### src/rtl/ca_pkg.sv
package ca_pkg;
  localparam int unsigned CTR_N = 10;
  localparam int unsigned EVT_W = 8;
  localparam int unsigned IDX_W = $clog2(CTR_N);

  localparam logic [CTR_N-1:0] AFF_DEFAULT = CTR_N'(10'b11_1111_1100);
  localparam logic [CTR_N-1:0] AFF_CYCLES  = CTR_N'(10'b11_1111_1101);
  localparam logic [CTR_N-1:0] AFF_INSTR   = CTR_N'(10'b00_1000_0010);
  localparam logic [CTR_N-1:0] AFF_ONLY7   = CTR_N'(10'b00_1000_0000);
  localparam logic [CTR_N-1:0] AFF_EVENS   = CTR_N'(10'b00_0101_0100);
  localparam logic [CTR_N-1:0] AFF_TWO2SEV = CTR_N'(10'b00_1111_1100);
  localparam logic [CTR_N-1:0] AFF_HIGH3   = CTR_N'(10'b00_1110_0000);

  // Legal counter set per event code; exceptions override the default.
  function automatic logic [CTR_N-1:0] evt_affinity(input logic [EVT_W-1:0] code);
    logic [CTR_N-1:0] m;
    case (code) inside
      8'h02:                              m = AFF_CYCLES;
      8'h8c:                              m = AFF_INSTR;
      8'h01, 8'h97, 8'h9a, 8'h9f:         m = AFF_ONLY7;
      8'hf5, 8'hf6, 8'hf7, 8'hfd:         m = AFF_EVENS;
      8'hf8:                              m = AFF_TWO2SEV;
      [8'h8d:8'h90], [8'h93:8'h96], 8'h98, 8'h99, 8'h9b, 8'h9c,
      [8'hbf:8'hc1], [8'hc4:8'hc6], 8'hc8, 8'hca, 8'hcb:
                                          m = AFF_HIGH3;
      default:                            m = AFF_DEFAULT;
    endcase
    return m;
  endfunction
endpackage

### src/rtl/ca_affinity.sv
module ca_affinity
  import ca_pkg::*;
(
  input  logic [EVT_W-1:0] evt_code,
  output logic [CTR_N-1:0] allowed
);
  always_comb allowed = evt_affinity(evt_code);
endmodule

### src/rtl/ca_pick.sv
module ca_pick #(
  parameter int unsigned WIDTH = 10,
  localparam int unsigned IW = $clog2(WIDTH)
) (
  input  logic [WIDTH-1:0] cand,
  output logic             found,
  output logic [IW-1:0]    idx
);
  // Lowest set bit wins.
  always_comb begin
    found = 1'b0;
    idx   = '0;
    for (int i = 0; i < int'(WIDTH); i++) begin
      if (cand[i] && !found) begin
        found = 1'b1;
        idx   = IW'(i);
      end
    end
  end
endmodule

### src/rtl/ca_used_mask.sv
module ca_used_mask
  import ca_pkg::*;
(
  input  logic             clk,
  input  logic             rst,
  input  logic             rel_valid,
  input  logic [IDX_W-1:0] rel_idx,
  input  logic             set_valid,
  input  logic [IDX_W-1:0] set_idx,
  output logic [CTR_N-1:0] used_q,
  output logic [CTR_N-1:0] used_eff
);
  logic [CTR_N-1:0] rel_hit;
  logic [CTR_N-1:0] set_hit;

  for (genvar g = 0; g < int'(CTR_N); g++) begin : g_dec
    assign rel_hit[g] = rel_valid && (rel_idx == IDX_W'(g));
    assign set_hit[g] = set_valid && (set_idx == IDX_W'(g));
  end

  // Release applies before this cycle's allocation.
  assign used_eff = used_q & ~rel_hit;

  always_ff @(posedge clk) begin
    if (rst) used_q <= '0;
    else     used_q <= used_eff | set_hit;
  end
endmodule

### src/rtl/ctr_alloc.sv
module ctr_alloc
  import ca_pkg::*;
(
  input  logic             clk,
  input  logic             rst,
  input  logic             req_valid,
  input  logic [EVT_W-1:0] req_event,
  input  logic             rel_valid,
  input  logic [IDX_W-1:0] rel_idx,
  output logic             grant,
  output logic [IDX_W-1:0] grant_idx
);
  logic [CTR_N-1:0] aff_mask;
  logic [CTR_N-1:0] used_q;
  logic [CTR_N-1:0] used_eff;
  logic [CTR_N-1:0] cand;
  logic             found;
  logic [IDX_W-1:0] pick_idx;

  ca_affinity u_aff (.evt_code(req_event), .allowed(aff_mask));

  assign cand = req_valid ? (aff_mask & ~used_eff) : '0;

  ca_pick #(.WIDTH(CTR_N)) u_pick (.cand(cand), .found(found), .idx(pick_idx));

  assign grant     = found;
  assign grant_idx = found ? pick_idx : '0;

  ca_used_mask u_used (
    .clk(clk), .rst(rst),
    .rel_valid(rel_valid), .rel_idx(rel_idx),
    .set_valid(found), .set_idx(pick_idx),
    .used_q(used_q), .used_eff(used_eff)
  );
endmodule

### config.mk
export PLATFORM = sky130hd
export DESIGN_NAME = ctr_alloc
export DESIGN_NICKNAME = d
export VERILOG_FILES = /design/src/rtl/ca_pkg.sv /design/src/rtl/ca_affinity.sv /design/src/rtl/ca_pick.sv /design/src/rtl/ca_used_mask.sv /design/src/rtl/ctr_alloc.sv
export SDC_FILE = /design/constraint.sdc
export NUM_CORES = 1
export LEC_CHECK = 0
export ABC_AREA = 1
export ABC_CLOCK_PERIOD_IN_PS = 3000
export BUFFER_PORTS_ARGS = -buffer_cell sky130_fd_sc_hd__buf_2
export CAP_MARGIN = 10
export CORE_MARGIN = 10
export CORE_UTILIZATION = 56
export CTS_BUF_LIST = sky130_fd_sc_hd__clkbuf_4
export DETAILED_ROUTE_END_ITERATION = 8
export PLACE_DENSITY = 0.91
export SETUP_SLACK_MARGIN = 0.5
export SLEW_MARGIN = 20
export SYNTH_ARGS = -nofsm -noshare
export SYNTH_HDL_FRONTEND = slang
export SYNTH_HIERARCHICAL = 1
export SYNTH_SLANG_ARGS = --single-unit
### constraint.sdc
create_clock -name clk -period 3 [get_ports clk]
set_input_delay 0.3 -clock clk [delete_from_list [all_inputs] [get_ports clk]]
set_output_delay 0.3 -clock clk [all_outputs]
set_load 0.005 [all_outputs]
==> results of run 1 <==
[synth_stat cells (2+ instances only)]
cell type and number:
sky130_fd_sc_hd__nand4_1 6, sky130_fd_sc_hd__buf_4 3, sky130_fd_sc_hd__a21oi_2 4, sky130_fd_sc_hd__nor2_1 36, sky130_fd_sc_hd__nand3_1 23, sky130_fd_sc_hd__inv_1 47
sky130_fd_sc_hd__nand2_2 2, sky130_fd_sc_hd__o21ai_0 4, sky130_fd_sc_hd__nor2_2 8, sky130_fd_sc_hd__inv_2 5, sky130_fd_sc_hd__a21oi_1 8, sky130_fd_sc_hd__dfxtp_1 10
sky130_fd_sc_hd__o21bai_2 3, sky130_fd_sc_hd__buf_6 2, sky130_fd_sc_hd__nand3_2 3, sky130_fd_sc_hd__nand2_1 58, sky130_fd_sc_hd__nor2_4 3
[stage by stage]
stage,utilization,worst slack (ps)
5_1_grt,0.769,303
3_3_place_gp,0.658,316
6_report,0.769,456
3_5_place_dp,0.658,260
4_1_cts,0.691,506
2_1_floorplan,-,727
[power breakdown]
part	leakage, uW	switching [uW]	internal [uW]	total [uW]
Clock	0.0000138	38.0	45.9	83.9
Sequential	0.0000816	3.53	149	153
Combinational	0.000782	172	106	278
Total	0.000877	214	301	515
[worst max-delay path: cells and delay by family]
family                 cells  cell delay [ps]
AOI/OAI and AO/OA          1              160
buffers and inverters      6              560
and+or+nand+nor           11             1240
[kinds of logic after synthesis]
kind of cell / count (synthesis) / share of synthesized area
buffers and inverters: 59 / 0.200
AOI/OAI and AO/OA: 23 / 0.127
DFF: 10 / 0.162
and+or+nand+nor: 139 / 0.511
[cells in the final DEF (no fill, tap or decap), drive strengths merged]
master and n:
clkinv 1, nand2 60, nand4 6, o21ai 5, nand3 26, a41oi 1, a21oi 12, clkbuf 5
nor2 47, dfxtp 10, o21bai 4, inv 52, o31ai 1, buf 25
[timing repair]
action                                 in CTS  in global routing
gates resized for setup                    10                 43
pin swaps                                   1                 17
endpoints found under the hold margin       0                  0
buffers inserted                            1                  5
setup endpoints to repair                   4                 12
[layer usage]
layer / global-route usage / routed length (um) / vias to the layer above
li1: - / - / 755
met1: 0.172 / 1420 / 651
met2: 0.229 / 1710 / 73
met3: 0.0251 / 257 / 10
met4: 0.0846 / 79 / 0
met5: 0 / 0 / -
[final timing paths]
| check | startpoint | end | depth (start not counted) |
|---|---|---|---|
| min reg2reg | u_used/used_q[8] | u_used/used_q[8] | 2 |
| max | req_event[1] | grant_idx[3] | 18 |
| max reg2reg | u_used/used_q[5] | u_used/used_q[1] | 13 |
| min | rst | u_used/used_q[5] | 2 |
[final cells by class]
cell class / count / share of cell area
multi-input combinational: 162 / 0.574
sequential: 10 / 0.129
tap: 27 / 0.0217
clock buffer: 3 / 0.0145
timing repair buffer: 27 / 0.131
inverter: 53 / 0.130
==> qor.log, run 1 <==
INFO  routing        postRouteWirelength=3470um
INFO  routing        antenna_left=0
INFO  floorplanning  die_area=4490um2
INFO  timing         worstMarginPinSlew=438ps
INFO  synth          synth_top_flop_cell=sky130_fd_sc_hd__dfxtp_1
INFO  placement      final_estimated_routing_congestion_in_global_placement=1.01
INFO  cells_and_area final_design_area_no_fill=1550um2
INFO  placement      port-buffer-count=20
INFO  worst_setup_path crit_fanout=6
INFO  timing         timing.clock.skew=2.07ps
INFO  timing         unrepaired_setup_endpoints_after_global_routing=true
INFO  routing        drc_errors=0
INFO  synth          yosys_register_bits=10
INFO  cells_and_area largestRegisters=u_used/used_q x10
INFO  synth          post_synth_main_area_contributors=sky130_fd_sc_hd__nand2_1 (18%), sky130_fd_sc_hd__dfxtp_1 (16%), sky130_fd_sc_hd__inv_1 (14%)
INFO  timing         timing.max_slew.rel_slack=0.706
INFO  floorplanning  placeableCoreArea=2020um2
INFO  timing         fin_worst_hold_slack=340ps
INFO  cells_and_area insertedDiodeCount=0
INFO  routing        dr.pass1.iters=4
INFO  worst_setup_path critPathKind=in2out
INFO  worst_setup_path critical_path.endpoint_type=output pin
INFO  synth          number_of_enable_flip_flop_cells_after_synthesis=0
INFO  clocking       cts_tree=yes
INFO  routing        detail_route.vias_per_cell=5.28
INFO  routing        routedWlPerCell=12.3um
INFO  global_routing grt_pass1_vias=1316
INFO  worst_setup_path start_kind=input port
INFO  pwr            ir_worst_vdd=0.000192V
INFO  synth          post-synth-top-area-cell=sky130_fd_sc_hd__nand2_1
INFO  routing        drt-initial-drc-count=84
INFO  global_routing antenna_violations_before_repair=0
INFO  pwr            design_power_total=515uW
INFO  timing         timing_hold_violations_final=0
INFO  floorplanning  floorplan.rows=16
INFO  floorplanning  die_width=67.0um
INFO  pwr            power_density=331nW/um2
INFO  synth          synth_area=1240um2
INFO  clocking       clockRootBuffer=sky130_fd_sc_hd__clkbuf_4
INFO  clocking       cts_max_path_buffers=2
INFO  placement      place.detailed.instances=273
INFO  routing        dr_total_vias=1489
INFO  clocking       worst_skew_pair.late_latency=250ps
INFO  synth          ys.warnings.count=6
INFO  global_routing largest_net_degree_at_the_start_of_global_routing=11
INFO  cells_and_area largest_register_ff_count=10
INFO  synth          synth-seq-area-share=0.162
INFO  floorplanning  die_y=67.0um
INFO  cells_and_area layout.cells.non_filler=282
INFO  synth          syn_inst=231
INFO  timing         fmaxAchievable=0.393GHz
INFO  worst_setup_path arrival=2240ps
INFO  worst_setup_path critical_path_required=2700ps
INFO  job            drv.max_cap_violation_count=0
INFO  status         outcome=finished clean
INFO  cells_and_area largest-register=u_used/used_q
INFO  synth          synth_top_area_share=0.176
INFO  global_routing grt-ovfl-total=0
INFO  cells_and_area seq_area=200um2
INFO  timing         slew_viol_final=0
INFO  clocking       clkSlewWorstSetupHoldPaths=50ps
INFO  floorplanning  initial_utilization=0.612
INFO  floorplanning  io_pins=21
INFO  clocking       clock_sinks=10
INFO  timing         post-route-period-util=0.848
INFO  worst_setup_path slack_of_the_worst_reg_to_reg_path=1060ps
INFO  synth          synth_area_per_cell=5.36um2
INFO  synth          postSynth.asyncResetShare=0
INFO  pwr            leakagePower=0.000877uW
INFO  worst_setup_path crit_path_max_incr_delay=240ps
INFO  hold_path      holdCritPathClass=in2reg
INFO  synth          postSynthNetCount=247
INFO  clocking       cts_inserted_buffers=3
INFO  cells_and_area fillerInstances=157
INFO  timing         period_needed=2540ps
INFO  timing         setup_viol=0
INFO  worst_setup_path cp_max_stage_cell=sky130_fd_sc_hd__nand4_1
INFO  cells_and_area design.final.nets=273
INFO  placement      detailed_place_hpwl=2400um
INFO  global_routing wire_length_of_the_first_global_routing_pass=5290um
INFO  placement      dpl-instance-area=1330um2
INFO  timing         setup_tns=0ps
INFO  worst_setup_path critical-path-top-cell-by-count=sky130_fd_sc_hd__nor2_4
INFO  cells_and_area layout-drive-gt1-share=0.325
INFO  clocking       htreeDepth=1
INFO  clocking       cts_hold_repair.buffers=0
INFO  cells_and_area multi_input_area=892um2
INFO  global_routing grt.total_usage=0.143
INFO  worst_setup_path crit_path_cell_trace=clkbuf_4 -> inv_2 -> nand2_2 -> o21ai_1 -> nand3_2 -> inv_2 -> nor2_4 -> inv_1 -> nor2_1 -> nand2_1 -> nor2_4 -> nor2_4 -> nand4_1 -> nor2_2 -> nand4_1 -> nand2_1 -> inv_1 -> buf_2
INFO  cells_and_area syn2layout_area_growth=25.6%
INFO  synth          synth.lib_cells_used.distinct=23
Note: power is estimated with default switching activity, not from simulation.
==> inputs of run 2 (changes only) <==
- ABC_CLOCK_PERIOD_IN_PS: 3000 -> 2200
- CORE_UTILIZATION: 56 -> 52
- PLACE_DENSITY: 0.91 -> 0.89
- clock period: 3 -> 2.2 ns (I/O delays scaled with it)
==> run 2 against run 1 <==
Against the previous run:
- the run now ends with setup timing left
- non-clock buffer count increased by 19
- first-iteration DRC count increased by 40%
- largest cell class unchanged
- cell count increased by 7.4%
- critical path depth unchanged
- flip-flop and latch count unchanged
- critical endpoint unchanged
- combinational power increased by 93%
- utilization increased by 8.9 points
- clock power increased by 55%
- total power increased by 70%
==> qor.log, run 2 (synthesized netlist as in run 1, its figures left out) <==
INFO  status         outcome=finished with violations
INFO  status         violations_in_the_final_reports=setup timing
INFO  worst_setup_path arrival=2180ps [-60 ps]
INFO  timing         post-route-period-util=1.09
INFO  worst_setup_path worst_r2r_endpoint=u_used/used_q[3]
INFO  clocking       worst_skew_pair.late_latency=260ps [about the same]
INFO  cells_and_area fillerInstances=119 [-24%]
INFO  timing         period_needed=2400ps
INFO  placement      final_estimated_routing_congestion_in_global_placement=0.896 [-11%]
INFO  cells_and_area largestRegisters=u_used/used_q x10
INFO  worst_setup_path cpLargestDelayFamily=simple AND/OR/NAND/NOR gates
INFO  pwr            leakagePower=0.00102uW [+17%]
INFO  timing         fin_worst_hold_slack=305ps [-34.5 ps]
INFO  timing         setup_tns=-1990ps [-1990 ps]
INFO  floorplanning  die_y=68.8um [+2.6%]
INFO  clocking       cts_tree=yes
INFO  global_routing largest_net_degree_at_the_start_of_global_routing=11 [unchanged]
INFO  floorplanning  initial_utilization=0.554 [-0.0579]
INFO  timing         fmaxAchievable=0.416GHz
INFO  worst_setup_path critical_path_required=1980ps [-720 ps]
INFO  pwr            power_density=458nW/um2 [+38%]
INFO  clocking       clkSlewWorstSetupHoldPaths=70ps [+20 ps]
INFO  timing         timing.max_slew.rel_slack=0.772 [+0.0652]
INFO  placement      detailed_place_hpwl=2590um [+8.1%]
INFO  cells_and_area largest_register_ff_count=10 [unchanged]
INFO  worst_setup_path start_kind=input port
INFO  floorplanning  placeableCoreArea=2230um2 [+10%]
INFO  timing         unrepaired_setup_endpoints_after_global_routing=true
INFO  cells_and_area mostFrequentLayoutCells=sky130_fd_sc_hd__nand2_1 (43), sky130_fd_sc_hd__inv_1 (38), sky130_fd_sc_hd__buf_4 (23)
INFO  cells_and_area layout-drive-gt1-share=0.480 [+0.155]
INFO  timing         slew_viol_final=0 [unchanged]
INFO  global_routing grt_pass1_vias=1575 [+20%]
INFO  cells_and_area final_design_area_no_fill=1920um2 [+23%]
INFO  worst_setup_path crit_path_cell_trace=buf_8 -> nor2_4 -> nand3_2 -> nand2_1 -> nand3_1 -> nand2_1 -> inv_1 -> nand2_2 -> nor2_2 -> nand2_2 -> nor2_4 -> nor2_4 -> nand4_1 -> nor2_2 -> nand4_1 -> nand2_1 -> inv_1 -> buf_2
INFO  global_routing grt.total_usage=0.175 [+0.0321]
INFO  worst_setup_path crit_path_max_incr_delay=230ps [about the same]
INFO  routing        detail_route.vias_per_cell=5.70 [+7.9%]
INFO  hold_path      worst_hold_startpoint=rst
INFO  routing        antenna_left=0 [unchanged]
INFO  worst_setup_path critical_path.endpoint_type=output pin
INFO  worst_setup_path path_buf_inv=4 [-2]
INFO  cells_and_area insertedDiodeCount=0 [unchanged]
INFO  timing         worstMarginPinSlew=341ps [-96.5 ps]
INFO  clocking       clock_sinks=10 [unchanged]
INFO  routing        routedWlPerCell=16.6um [+35%]
INFO  routing        postRouteWirelength=5020um [+45%]
INFO  routing        dr.pass1.iters=5 [+1]
INFO  timing         timing_hold_violations_final=0 [unchanged]
INFO  global_routing wire_length_of_the_first_global_routing_pass=6660um [+26%]
INFO  floorplanning  io_pins=21 [unchanged]
INFO  timing         setup_viol=15 [+15]
INFO  clocking       cts_max_path_buffers=2 [unchanged]
INFO  routing        dr_total_vias=1727 [+16%]
INFO  hold_path      holdCritPathClass=in2reg
INFO  pwr            ir_worst_vdd=0.000406V [+110%]
INFO  worst_setup_path cp_max_stage_cell=sky130_fd_sc_hd__nand4_1
INFO  job            drv.max_cap_violation_count=0 [unchanged]
INFO  worst_setup_path crit_fanout=6 [unchanged]
INFO  floorplanning  die_area=4730um2 [+5.4%]
INFO  timing         timing.clock.skew=2.79ps [+0.722 ps]
INFO  worst_setup_path slack_of_the_worst_reg_to_reg_path=-20ps [-1080 ps]
INFO  cells_and_area final_common_cell=sky130_fd_sc_hd__nand2_1
INFO  hold_path      worstHoldEndpoint=u_used/used_q[7]
INFO  floorplanning  die_width=68.8um [+2.6%]
INFO  worst_setup_path critPathKind=in2out
INFO  placement      port-buffer-count=20 [unchanged]
INFO  clocking       cts_inserted_buffers=3 [unchanged]
INFO  hold_path      hold-path-cell-count=2 [unchanged]
INFO  cells_and_area largest-register=u_used/used_q
INFO  cells_and_area syn2layout_area_growth=54.8%
INFO  global_routing grt-ovfl-total=0 [unchanged]
INFO  cells_and_area design.final.nets=292 [+7.0%]
INFO  timing         postLayoutSetupSlackWorst=-201ps [-657 ps]
INFO  routing        drt-initial-drc-count=118 [+40%]
INFO  worst_setup_path regToRegStartpoint=u_used/used_q[0]
INFO  clocking       htreeDepth=1 [unchanged]
INFO  clocking       clockRootBuffer=sky130_fd_sc_hd__clkbuf_4
INFO  floorplanning  floorplan.rows=17 [+1]
INFO  worst_setup_path worstRegToRegCells=12 [-1]
INFO  global_routing antenna_violations_before_repair=0 [unchanged]
INFO  placement      dpl-instance-area=1460um2 [+9.7%]
INFO  routing        drc_errors=0 [unchanged]
[run 2: cell types whose count changed in the layout (fill, tap and decap cells not counted), moves of 7 or more]
cell | previous run | this run
sky130_fd_sc_hd__nand2_1 | 52 | 43
sky130_fd_sc_hd__nor2_1 | 27 | 20
sky130_fd_sc_hd__nor2_4 | 10 | 18
sky130_fd_sc_hd__buf_4 | 8 | 23
[run 2: what timing repair did]
| item | 4_1_cts | 5_1_grt |
|---|---|---|
| buffers inserted | 10 | 3 |
| hold endpoints to repair | 0 | 0 |
| gates resized for setup | 46 | 52 |
| pin swaps | 25 | 29 |
| hold buffers | 0 | 0 |
| setup endpoints to repair | 15 | 15 |
[run 2: worst max-delay path by stage]
stage	from	endpoint	slack, ps	cells after the start
detailed placement	req_event[1]	u_used/used_q[0]	-260	21
finish	req_event[5]	grant_idx[3]	-200	18
CTS	req_event[1]	grant_idx[0]	30	20
global placement	req_event[1]	u_used/used_q[0]	-200	21
global route	req_event[5]	grant_idx[3]	-360	18
floorplan	req_event[5]	u_used/used_q[1]	140	20
[run 2: cell type report]
class,count,area [um2],area share
multi-input cells,162,1060,0.554
repair buffers,46,387,0.202
inverters,53,206,0.108
flip-flops and latches,10,200,0.105
well taps,28,35.0,0.0183
clock buffers,3,22.5,0.0118
clock inverters,1,3.75,0.00196
[run 2: routing by layer]
metal,vias to the layer above,global-route usage,part of all wire
li1,791,-,-
met1,804,0.178,0.37
met2,97,0.336,0.51
met3,35,0.0209,0.063
met4,0,0.0911,0.058
met5,-,0,0
[run 2: power breakdown]
part,switching [uW],leakage [uW],internal (uW)
Combinational,327,0.000927,209
Sequential,7.64,0.0000816,204
Clock,64.1,0.0000154,65.5
[run 2: worst register-to-register path, delay by kind of cell (launching register included)]
family          cells  cell delay, ps
compound gates      1             100
buf+inv             4             600
flops               1             350
simple gates        7            1050
[run 2: metrics by stage]
stage	power (uW)	util	std cells	setup slack, ps
after floorplan	448	-	231	137
after global placement	533	0.653	286	-201
after detailed placement	542	0.653	286	-261
after CTS	733	0.763	300	31.4
after global routing	922	0.858	303	-363
final	877	0.858	303	-201
